==> config.mk <==
export PLATFORM = sky130hd
export DESIGN_NAME = dispatch_classifier
export DESIGN_NICKNAME = d
export VERILOG_FILES = /design/src/rtl/disp_pkg.sv /design/src/rtl/disp_slot_decode.sv /design/src/rtl/disp_scan.sv /design/src/rtl/disp_counter.sv /design/src/rtl/dispatch_classifier.sv
export SDC_FILE = /design/constraint.sdc
export NUM_CORES = 1
export LEC_CHECK = 0
export BUFFER_PORTS_ARGS = -buffer_cell sky130_fd_sc_hd__buf_2
export CAP_MARGIN = 20
export CORE_ASPECT_RATIO = 1.75
export CORE_UTILIZATION = 57
export DETAILED_ROUTE_END_ITERATION = 10
export PLACE_DENSITY = 0.85
export SLEW_MARGIN = 20
export SYNTH_ARGS = -nofsm -noshare
export SYNTH_HDL_FRONTEND = slang
export SYNTH_SLANG_ARGS = --single-unit
export TNS_END_PERCENT = 50
==> constraint.sdc <==
create_clock -name clk -period 12.4 [get_ports clk]
set_input_delay 2.48 -clock clk [delete_from_list [all_inputs] [get_ports clk]]
set_output_delay 2.48 -clock clk [all_outputs]
set_load 0.005 [all_outputs]
==> src/rtl/disp_pkg.sv <==
// Package: shared types for the dispatch classifier.
// Assumes: one action per slot, resolved before queue room is considered.
package disp_pkg;

    typedef enum logic [2:0] {
        ACT_NONE    = 3'd0,   // slot outside the bundle
        ACT_SKIP    = 3'd1,   // squashed, dropped
        ACT_LOAD    = 3'd2,
        ACT_STORE   = 3'd3,
        ACT_NONSPEC = 3'd4,
        ACT_NOP     = 3'd5,
        ACT_PLAIN   = 3'd6
    } slot_act_e;

endpackage

==> src/rtl/disp_slot_decode.sv <==
// Module: per-slot flag priority decoder.
// Does: reduces the flags of one slot to a single action in fixed priority
// order (squashed, load, store, non-speculative, no-op, plain).
// Assumes: queue room is handled later by the scan, which checks it after
// squash and before every other action.
module disp_slot_decode
    import disp_pkg::*;
(
    input  logic      in_range,
    input  logic      f_squashed,
    input  logic      f_load,
    input  logic      f_store,
    input  logic      f_nonspec,
    input  logic      f_nop,
    output slot_act_e act
);

    // Purpose: pick the highest-priority action for this slot.
    always_comb begin
        if (!in_range)       act = ACT_NONE;
        else if (f_squashed) act = ACT_SKIP;
        else if (f_load)     act = ACT_LOAD;
        else if (f_store)    act = ACT_STORE;
        else if (f_nonspec)  act = ACT_NONSPEC;
        else if (f_nop)      act = ACT_NOP;
        else                 act = ACT_PLAIN;
    end

endmodule

==> src/rtl/disp_scan.sv <==
// Module: in-order bundle walk against issue queue room.
// Does: walks the slots from 0 upward with a local free-entry count. It
// grants slots until one finds no room, then halts and reports that index.
// Assumes: skipped slots need no room; a no-op needs room to be checked
// but consumes none.
module disp_scan
    import disp_pkg::*;
#(
    parameter int SLOTS  = 4,
    parameter int FREE_W = 6,
    parameter int IDX_W  = 2
) (
    input  slot_act_e          act [SLOTS],
    input  logic [FREE_W-1:0]  free_in,
    output logic [SLOTS-1:0]   take,
    output logic [SLOTS-1:0]   skip,
    output logic               stop,
    output logic [IDX_W-1:0]   stop_idx
);

    logic [FREE_W-1:0] room;

    // Purpose: ordered walk with early termination on an exhausted queue.
    always_comb begin
        room     = free_in;
        take     = '0;
        skip     = '0;
        stop     = 1'b0;
        stop_idx = '0;
        for (int i = 0; i < SLOTS; i++) begin
            if (!stop) begin
                if (act[i] == ACT_SKIP) begin
                    skip[i] = 1'b1;
                end else if (act[i] != ACT_NONE) begin
                    if (room == '0) begin
                        stop     = 1'b1;
                        stop_idx = IDX_W'(i);
                    end else begin
                        take[i] = 1'b1;
                        if (act[i] != ACT_NOP) room = room - 1'b1;
                    end
                end
            end
        end
    end

endmodule

==> src/rtl/disp_counter.sv <==
// Module: wrapping event counter.
// Does: adds a per-cycle increment, wrapping at its width.
// Assumes: synchronous active-low reset.
module disp_counter #(
    parameter int W     = 16,
    parameter int INC_W = 3
) (
    input  logic             clk,
    input  logic             rst_n,
    input  logic [INC_W-1:0] inc,
    output logic [W-1:0]     count
);

    // Purpose: accumulate the increment.
    always_ff @(posedge clk) begin
        if (!rst_n) count <= '0;
        else        count <= count + W'(inc);
    end

endmodule

==> src/rtl/dispatch_classifier.sv <==
// Module: instruction dispatch classifier (top).
// Does: decodes each slot of a renamed bundle and walks it in order against
// issue queue room. It registers insert strobes, status bits, the stall
// request with its replay index, and event counters.
// Assumes: iq_free is never above IQ_DEPTH; results appear one cycle after
// the bundle is sampled.
module dispatch_classifier
    import disp_pkg::*;
#(
    parameter int SLOTS    = 4,
    parameter int IQ_DEPTH = 32,
    parameter int CNT_W    = 16
) (
    input  logic                               clk,
    input  logic                               rst_n,
    input  logic                               bnd_valid,
    input  logic [$clog2(SLOTS+1)-1:0]         bnd_count,
    input  logic [SLOTS-1:0]                   slot_squashed,
    input  logic [SLOTS-1:0]                   slot_load,
    input  logic [SLOTS-1:0]                   slot_store,
    input  logic [SLOTS-1:0]                   slot_nonspec,
    input  logic [SLOTS-1:0]                   slot_nop,
    input  logic [$clog2(IQ_DEPTH+1)-1:0]      iq_free,
    output logic [SLOTS-1:0]                   iq_insert,
    output logic [SLOTS-1:0]                   iq_nonspec_insert,
    output logic [SLOTS-1:0]                   lsq_load_rsv,
    output logic [SLOTS-1:0]                   lsq_store_rsv,
    output logic [SLOTS-1:0]                   nop_tail_adv,
    output logic [SLOTS-1:0]                   st_issued,
    output logic [SLOTS-1:0]                   st_executed,
    output logic [SLOTS-1:0]                   st_can_commit,
    output logic                               stall_req,
    output logic [$clog2(SLOTS)-1:0]           replay_idx,
    output logic [CNT_W-1:0]                   cnt_squashed,
    output logic [CNT_W-1:0]                   cnt_full,
    output logic [CNT_W-1:0]                   cnt_load,
    output logic [CNT_W-1:0]                   cnt_store,
    output logic [CNT_W-1:0]                   cnt_nonspec,
    output logic [CNT_W-1:0]                   cnt_nop,
    output logic [CNT_W-1:0]                   cnt_dispatched
);

    localparam int CW     = $clog2(SLOTS+1);
    localparam int FREE_W = $clog2(IQ_DEPTH+1);
    localparam int IDX_W  = $clog2(SLOTS);
    localparam int NCNT   = 7;

    slot_act_e          act [SLOTS];
    logic [SLOTS-1:0]   take, skip;
    logic               stop;
    logic [IDX_W-1:0]   stop_idx;

    // Per-slot priority decode.
    for (genvar g = 0; g < SLOTS; g++) begin : g_dec
        disp_slot_decode u_dec (
            .in_range   (bnd_valid && (bnd_count > CW'(g))),
            .f_squashed (slot_squashed[g]),
            .f_load     (slot_load[g]),
            .f_store    (slot_store[g]),
            .f_nonspec  (slot_nonspec[g]),
            .f_nop      (slot_nop[g]),
            .act        (act[g])
        );
    end

    disp_scan #(.SLOTS(SLOTS), .FREE_W(FREE_W), .IDX_W(IDX_W)) u_scan (
        .act      (act),
        .free_in  (iq_free),
        .take     (take),
        .skip     (skip),
        .stop     (stop),
        .stop_idx (stop_idx)
    );

    logic [SLOTS-1:0] ld_n, st_n, ns_n, nop_n, plain_n;

    // Purpose: split granted slots into per-path strobes.
    always_comb begin
        for (int i = 0; i < SLOTS; i++) begin
            ld_n[i]    = take[i] && (act[i] == ACT_LOAD);
            st_n[i]    = take[i] && (act[i] == ACT_STORE);
            ns_n[i]    = take[i] && (act[i] == ACT_NONSPEC);
            nop_n[i]   = take[i] && (act[i] == ACT_NOP);
            plain_n[i] = take[i] && (act[i] == ACT_PLAIN);
        end
    end

    // Purpose: register strobes, status bits and the stall report.
    always_ff @(posedge clk) begin
        if (!rst_n) begin
            iq_insert         <= '0;
            iq_nonspec_insert <= '0;
            lsq_load_rsv      <= '0;
            lsq_store_rsv     <= '0;
            nop_tail_adv      <= '0;
            st_issued         <= '0;
            st_executed       <= '0;
            st_can_commit     <= '0;
            stall_req         <= 1'b0;
            replay_idx        <= '0;
        end else begin
            iq_insert         <= plain_n | ld_n | st_n;
            iq_nonspec_insert <= ns_n;
            lsq_load_rsv      <= ld_n;
            lsq_store_rsv     <= st_n;
            nop_tail_adv      <= nop_n;
            st_issued         <= nop_n;
            st_executed       <= nop_n;
            st_can_commit     <= nop_n | ns_n;
            stall_req         <= stop;
            replay_idx        <= stop ? stop_idx : '0;
        end
    end

    // Event counters, one instance per event kind.
    logic [CW-1:0]    inc_v [NCNT];
    logic [CNT_W-1:0] cnt_v [NCNT];

    assign inc_v[0] = CW'($countones(skip));
    assign inc_v[1] = CW'(stop);
    assign inc_v[2] = CW'($countones(ld_n));
    assign inc_v[3] = CW'($countones(st_n));
    assign inc_v[4] = CW'($countones(ns_n));
    assign inc_v[5] = CW'($countones(nop_n));
    assign inc_v[6] = CW'($countones(plain_n | ld_n | st_n));

    for (genvar c = 0; c < NCNT; c++) begin : g_cnt
        disp_counter #(.W(CNT_W), .INC_W(CW)) u_cnt (
            .clk   (clk),
            .rst_n (rst_n),
            .inc   (inc_v[c]),
            .count (cnt_v[c])
        );
    end

    assign cnt_squashed   = cnt_v[0];
    assign cnt_full       = cnt_v[1];
    assign cnt_load       = cnt_v[2];
    assign cnt_store      = cnt_v[3];
    assign cnt_nonspec    = cnt_v[4];
    assign cnt_nop        = cnt_v[5];
    assign cnt_dispatched = cnt_v[6];

    // A completed no-op never occupies an issue entry.
    assert_nop_no_entry_R10: assert property (@(posedge clk) disable iff (!rst_n)
        (nop_tail_adv & (iq_insert | iq_nonspec_insert)) == '0);

    // The non-speculative path is exclusive of every other insertion.
    assert_nonspec_only_R9: assert property (@(posedge clk) disable iff (!rst_n)
        (iq_nonspec_insert & (iq_insert | lsq_load_rsv | lsq_store_rsv)) == '0);

    // A load/store reservation always pairs with an issue queue insert.
    assert_lsq_with_iq_R7: assert property (@(posedge clk) disable iff (!rst_n)
        ((lsq_load_rsv | lsq_store_rsv) & ~iq_insert) == '0);

    // One slot never reserves both a load and a store entry.
    assert_ld_st_excl_R8: assert property (@(posedge clk) disable iff (!rst_n)
        (lsq_load_rsv & lsq_store_rsv) == '0);

    // Nothing at or after the replay index is acted on during a stall.
    assert_stop_tail_R5: assert property (@(posedge clk) disable iff (!rst_n)
        stall_req |-> ((iq_insert | iq_nonspec_insert | nop_tail_adv) >> replay_idx) == '0);

    // Every stall is counted exactly once.
    assert_full_count_R5: assert property (@(posedge clk) disable iff (!rst_n)
        stall_req |-> cnt_full == CNT_W'($past(cnt_full) + 1'b1));

endmodule

==> results of run 1 <==
## cell families (layout without fill, tap and decap cells)
logic type	Yosys count	count (layout)
AOI/OAI and AO/OA	67	67
xor gates and xnor gates	92	92
adders and majority gates	31	31
buffers and inverters	73	244
DFF	139	139
muxes	5	5
and+or+nand+nor	380	380
## state kept, by name, summed over array words and instances, names as in the netlist
name / count
iq_nonspec_insert: 4
lsq_load_rsv: 4
g_cnt.u_cnt.count: 112
lsq_store_rsv: 4
st_executed: 4
stall_req: 1
replay_idx: 2
iq_insert: 4
st_can_commit: 4
## cell usage in the layout (no fill, tap or decap), types with 19 or more instances in the layout
cell,count
a21oi_1,22
and2_1,22
and3_1,25
buf_2,178
dfxtp_1,139
inv_1,31
nand2_1,46
nand3_1,48
nor2_1,136
nor2b_1,21
xnor2_1,19
xor2_1,73
## worst min path at each step
stage | start | endpoint | slack, ps | cells after the start
after floorplan | g_cnt[5].u_cnt.count[5] | g_cnt[5].u_cnt.count[5] | 480 | 2
after global placement | g_cnt[3].u_cnt.count[10] | g_cnt[3].u_cnt.count[10] | 490 | 2
after detailed placement | g_cnt[5].u_cnt.count[15] | g_cnt[5].u_cnt.count[15] | 490 | 2
after CTS | g_cnt[1].u_cnt.count[10] | g_cnt[1].u_cnt.count[10] | 510 | 2
after global routing | g_cnt[1].u_cnt.count[15] | g_cnt[1].u_cnt.count[15] | 530 | 2
final | g_cnt[6].u_cnt.count[15] | g_cnt[6].u_cnt.count[15] | 510 | 2
## layout make-up
class / instances / area (um^2) / share of cell area (%)
clock inverter: 12 / 103 / 1.23
sequential: 139 / 2780 / 33.4
multi-input combinational: 575 / 3790 / 45.5
inverter: 32 / 121 / 1.46
timing repair buffer: 182 / 921 / 11.1
tap: 135 / 169 / 2.03
clock buffer: 18 / 439 / 5.27
## where the power goes
group,switching (uW),total (uW),internal [uW]
registers,4.39,458,453
clock network,195,472,277
logic,50.9,82.5,31.6
total,251,1010,762
## metal layers
layer / global-route usage (%) / vias up
li1: - / 2945
met1: 30.4 / 2841
met2: 53.4 / 211
met3: 5.64 / 67
met4: 18.6 / 0
met5: 0 / -
## worst reg2reg max path: cells and delay by family (launching register included)
kind	cells	cell delay, ps
adder cells (fa/ha/maj)	2	850
AND/OR/NAND/NOR	3	600
flip-flops	1	320
XOR/XNOR	1	170
buffers and inverters	1	60
## per-stage QoR
stage	util (%)	std cells	hold WS [ps]	area [um^2]	setup WS, ps
global placement	66.9	1063	490	7790	3720
detailed placement	66.9	1063	493	7790	3540
global route	71.5	1093	534	8330	3090
finish	71.5	1093	508	8330	3910
floorplan	-	787	483	6890	4650
CTS	71.5	1093	513	8330	3930
==> impl_results.md, run 1 <==
- Setup Viol. Count Final: 0
- Area share of the largest cell type after synthesis: 40.4%
- Routed WL per cell: roughly 16 um
- CP Class: in -> reg
- Cells after synthesis: 787
- Synth warn: 0
- Synth Area in Compound Gates: 6.70%
- Peak VDD IR: 0.0000934 V
- Vias in the first global route: 6056
- Detailed Route WL: 17600 um
- Core area: 11600 um^2
- Max Clock Freq: between 0.1 and 0.15 GHz
- Synth cell count leaders: dfxtp_1 (139), nor2_1 (136), xor2_1 (73), nand3_1 (48), nand2_1 (46)
- CTS root buffer: clkbuf_16
- Syn avg cell area: 8.76 um^2
- Worst R2R Start: g_cnt[6].u_cnt.count[0]
- Power per cell area: 122 nW/um^2
- Met1 WL: 6430 um
- Setup crit end: g_cnt[6].u_cnt.count[10]
- DRT antenna net count: 0
- Pins Over Slew Limit: 0
- Post-synthesis sequential element count: ~140
- Largest net degree at the start of global routing: 63
- Total clock buffers created by CTS: 17
- Initial antenna violation count: 0
- CTS tree: yes
- Post-synth top flop: dfxtp_1
- Clock network latency to the later pin of the worst-skew pair: 420 ps
- Full die area: around 13000 um^2
- Worst path top cell family by delay: simple AND/OR/NAND/NOR gates
- Rel. slew slack: ~40%
- First-pass GRT wire length: 28800 um
- # hold bufs at CTS: 0
- Buf/Inv on CP: 2
- Synth-to-layout area growth: 20.9%
- FF-to-FF End: g_cnt[6].u_cnt.count[10]
- Reg2reg setup slack: 10260 ps
- EDFF count, synth: 0
- Slew @ Worst Pin: 888 ps
- Row count: 52
- Die width: 85.1 um
- Status: finished, final reports clean
- Initial drt markers: 199
- Crit path max fanout: 11
- Crit-path most repeated cell: fa_1
- DRC errors left: 0
- Crit-path slowest cell: nor4b_1
- WL met2: 9390 um
- # diodes: 0
- Final setup TNS: 0 ps
- PnR Total Power: 1010 uW
- Synth Area in Adders: 7.59%
- Synth area leader: dfxtp_1
- 1st-pass router iterations: 4
- Synth async-reset ratio: 0%
- FF-to-FF path depth: 7
- CP Launch Point: iq_free[0]
- Crit share post-route: 68.5%
- Worst Skew: 11.1 ps
- H-Tree Depth: 4
- CTS clk-pin slew, worst paths: ~50 ps
- Post-CTS setup buffer count: 0
- Routability cong.: 0.978
- Worst Path Arrival: 8770 ps
- IO Count: 179
- Mapped Area: roughly 6900 um^2
- Final hold vios: 0
- GRT overflow: 0
- Synth top area cells: dfxtp_1 (40%), xor2_1 (9.3%), nor2_1 (7.4%), fa_1 (5.2%), nand3_1 (3.5%)
- Crit path depth: 23
- Worst Hold Class: reg -> reg
- Biggest cell delay along the critical path: about 540 ps
- Top-count cell post-synth: dfxtp_1
- Period minus WS final: 8490 ps
- Pleak: ~0.0038 uW
- CTS Buffer Depth: 2
- Critical-path cell list: buf_2 -> inv_1 -> ha_1 -> nor2b_1 -> a211oi_1 -> nand2_1 -> xnor2_1 -> ha_1 -> nor4b_1 -> a31oi_1 -> o32ai_1 -> and2_1 -> a21oi_1 -> mux2i_1 -> a21boi_1 -> nand2_1 -> fa_1 -> fa_1 -> fa_1 -> nor2b_1 -> nand4_1 -> xnor2_1 -> nor2_1
- Mux cell area share after synthesis: 0.835%
- FILL cells: 949
- RSZ-0062 raised after global routing: no
- Max-Cap Viols: 0
- Crit path launch type: input port
- Xor-xnor portion of the synthesized cell area: between 10% and 20%
- Met3 WL: 887 um
- DR top layer: met4
- Register area share after synthesis: 40.4%
- Layout cell share with drive strength beyond 1: roughly a quarter
- Required @ worst endpoint: 12670 ps
- Largest family of logic cells by synthesized area: simple AND/OR/NAND/NOR gates
- Initial Util: 59.2%
- DR vias/cell: 5.55
- CTS Sinks: approximately 140
- CP Capture Type: flip-flop
- Post-synth cell types: 62
- Syn_nets: 850
- Nets: about 1000
- Routed vias: 6064
- Die Y: roughly 150 um
- Total GRT Usage: 29.4%
- PostCTS Resize Cnt: 0
- Port Buffers: roughly 180
- Post-Synth Simple-Gate Area: 28.2%
- DP HPWL: 13100 um
No activity file was read; power rests on OpenSTA's default activity.
==> inputs of run 2 (changes only) <==
--- a/config.mk
+++ b/config.mk
@@ -8,9 +8,9 @@
 export BUFFER_PORTS_ARGS = -buffer_cell sky130_fd_sc_hd__buf_2
 export CAP_MARGIN = 20
 export CORE_ASPECT_RATIO = 1.75
-export CORE_UTILIZATION = 57
+export CORE_UTILIZATION = 53
 export DETAILED_ROUTE_END_ITERATION = 10
-export PLACE_DENSITY = 0.85
+export PLACE_DENSITY = 0.8
 export SLEW_MARGIN = 20
 export SYNTH_ARGS = -nofsm -noshare
 export SYNTH_HDL_FRONTEND = slang
==> constraint.sdc (replaced) <==
create_clock -name clk -period 7.99 [get_ports clk]
set_input_delay 1.598 -clock clk [delete_from_list [all_inputs] [get_ports clk]]
set_output_delay 1.598 -clock clk [all_outputs]
set_load 0.005 [all_outputs]
==> run 2 against run 1 <==
Die area grew 7.4%. Critical path depth grew 1. Core utilization shrank 4.1 points. Register-to-register slack lost 4500 ps. First-iteration DRC count grew 27%. Sequential power grew 55%. Via count grew 1.4%. Clock power grew 69%. Non-clock buffer count grew 8. Power grew 62%. Global-route usage shrank 1.1 points.
==> impl_results.md, run 2 (synthesis results as in run 1) <==
- Worst Path Arrival: 7530 ps
- Routability cong.: 0.976
- Total clock buffers created by CTS: 17
- DRT antenna net count: 0
- Tightest hold margin: 503 ps
- Pleak: 0.00385 uW
- Port Buffers: 178
- 1st-pass router iterations: 5
- Final hold vios: 0
- Reg2reg setup slack: around 5800 ps
- Row count: 54
- CP Class: in -> reg
- Largest net degree at the start of global routing: 72
- H-Tree Depth: 4
- Synth-to-layout area growth: 23.0%
- Slew @ Worst Pin: ~830 ps
- First-pass GRT wire length: 29200 um
- Worst Hold Class: reg -> reg
- Commonest non-fill, non-tap cell in the layout: buf_2
- Total GRT Usage: 28.2%
- Crit share post-route: roughly 90%
- CTS tree: yes
- Die Y: around 150 um
- Final setup TNS: 0 ps
- PostCTS Resize Cnt: 0
- Max reg flops: 112
- Initial drt markers: 253
- Most frequent cells in the layout: buf_2 (178), dfxtp_1 (139), nor2_1 (136)
- Peak VDD IR: 0.000160 V
- Max-Cap Viols: 0
- Rel. slew slack: 44.8%
- RSZ-0062 raised after global routing: no
- CTS Buffer Depth: 2
- # hold bufs at CTS: 0
- # diodes: 0
- Setup Viol. Count Final: 0
- Initial antenna violation count: 1
- CTS Sinks: roughly 140
- DRC errors left: 0
- Core area: 12600 um^2
- Worst R2R Start: g_cnt[6].u_cnt.count[0]
- Register with the most flip-flops: g_cnt.u_cnt.count
- Full die area: 13500 um^2
- CP Launch Point: iq_free[0]
- Die width: around 88 um
- Nets: 1018
- Worst Skew: 8.45 ps
- Initial Util: 54.8%
- Post-CTS setup buffer count: 0
- Clock network latency to the later pin of the worst-skew pair: 410 ps
- Routed vias: 6151
- CP Capture Type: flip-flop
- IO Count: 179
- DP HPWL: 13300 um
- Crit path launch type: input port
- Layout cell share with drive strength beyond 1: 24.7%
- Required @ worst endpoint: 8250 ps
- GRT overflow: 0
- Routed WL per cell: 15.9 um
- Max Clock Freq: 0.138 GHz
- Hold Crit Start: g_cnt[5].u_cnt.count[5]
- Detailed Route WL: around 18000 um
- Pins Over Slew Limit: 0
- DR vias/cell: ~5.4
- Vias in the first global route: 5952
- FILL cells: 1084
- CTS root buffer: clkbuf_16
- Power per cell area: 194 nW/um^2
- Crit path max fanout: 7
- CTS clk-pin slew, worst paths: about 60 ps
- Status: finished, final reports clean
- Period minus WS final: 7270 ps
## run 2: changes by cell type in the layout (fill, tap and decap cells not counted)
cell / change
inv_6: +5
clkbuf_8: -1
buf_4: +8
clkinvlp_4: -1
inv_8: +1
bufinv_16: +1
clkbuf_1: +1
clkinv_2: -4
## run 2: path summary, 6_finish.rpt
path | endpoint | cells after the start
worst max-delay path | g_cnt[6].u_cnt.count[10] | 24
worst min-delay path | g_cnt[5].u_cnt.count[5] | 2
worst max register to register | g_cnt[6].u_cnt.count[10] | 7
worst min register to register | g_cnt[5].u_cnt.count[5] | 2
## run 2: power breakdown
part           switching (uW)  internal (uW)
sequential               7.97            703
clock                     330            468
combinational            82.2           50.9
## run 2: worst max-delay path, cell delays in order
cell	delay, ps
buf_2	120
inv_1	90
ha_1	230
nor2b_1	170
a211oi_1	420
nand2_1	220
xnor2_1	430
ha_1	290
nor4b_1	380
buf_4	210
a31oi_1	80
o32ai_1	350
and2_1	220
a21oi_1	90
mux2i_1	190
a21boi_1	220
nand2_1	100
fa_1	500
fa_1	430
fa_1	390
nor2b_1	400
nand4_1	170
xnor2_1	170
nor2_1	50
## run 2: area by class of cell
type                       count  area [um^2]  share of cell area [%]
clock inverter                14          160                    1.89
sequential                   139         2780                    32.8
multi-input combinational    575         3790                    44.7
clock buffer                  18          429                    5.06
timing repair buffer         190          981                    11.6
tap                          168          210                    2.48
inverter                      32          121                    1.43
## run 2: metrics by stage
step                worst slack (ps)  utilization [%]  cell area, um^2  cells  power (uW)
detailed placement               404             62.8             7890   1104         855
global placement                 487             62.8             7890   1104         852
global route                     354             67.5             8480   1136        1690
finish                           725             67.5             8480   1136        1640
floorplan                       1120                -             6890    787         804
CTS                              809             67.5             8480   1136        1650
## run 2: layer usage
metal | track usage, % | vias to the layer above | routed length (um) | part of all wire (%)
met3 | 7.34 | 68 | 1110 | 6.2
met5 | 0 | - | 14 | 0.078
met2 | 47.9 | 233 | 9310 | 52
met1 | 30.9 | 2884 | 6750 | 37
met4 | 16.1 | 2 | 861 | 4.8
li1 | - | 2964 | - | -
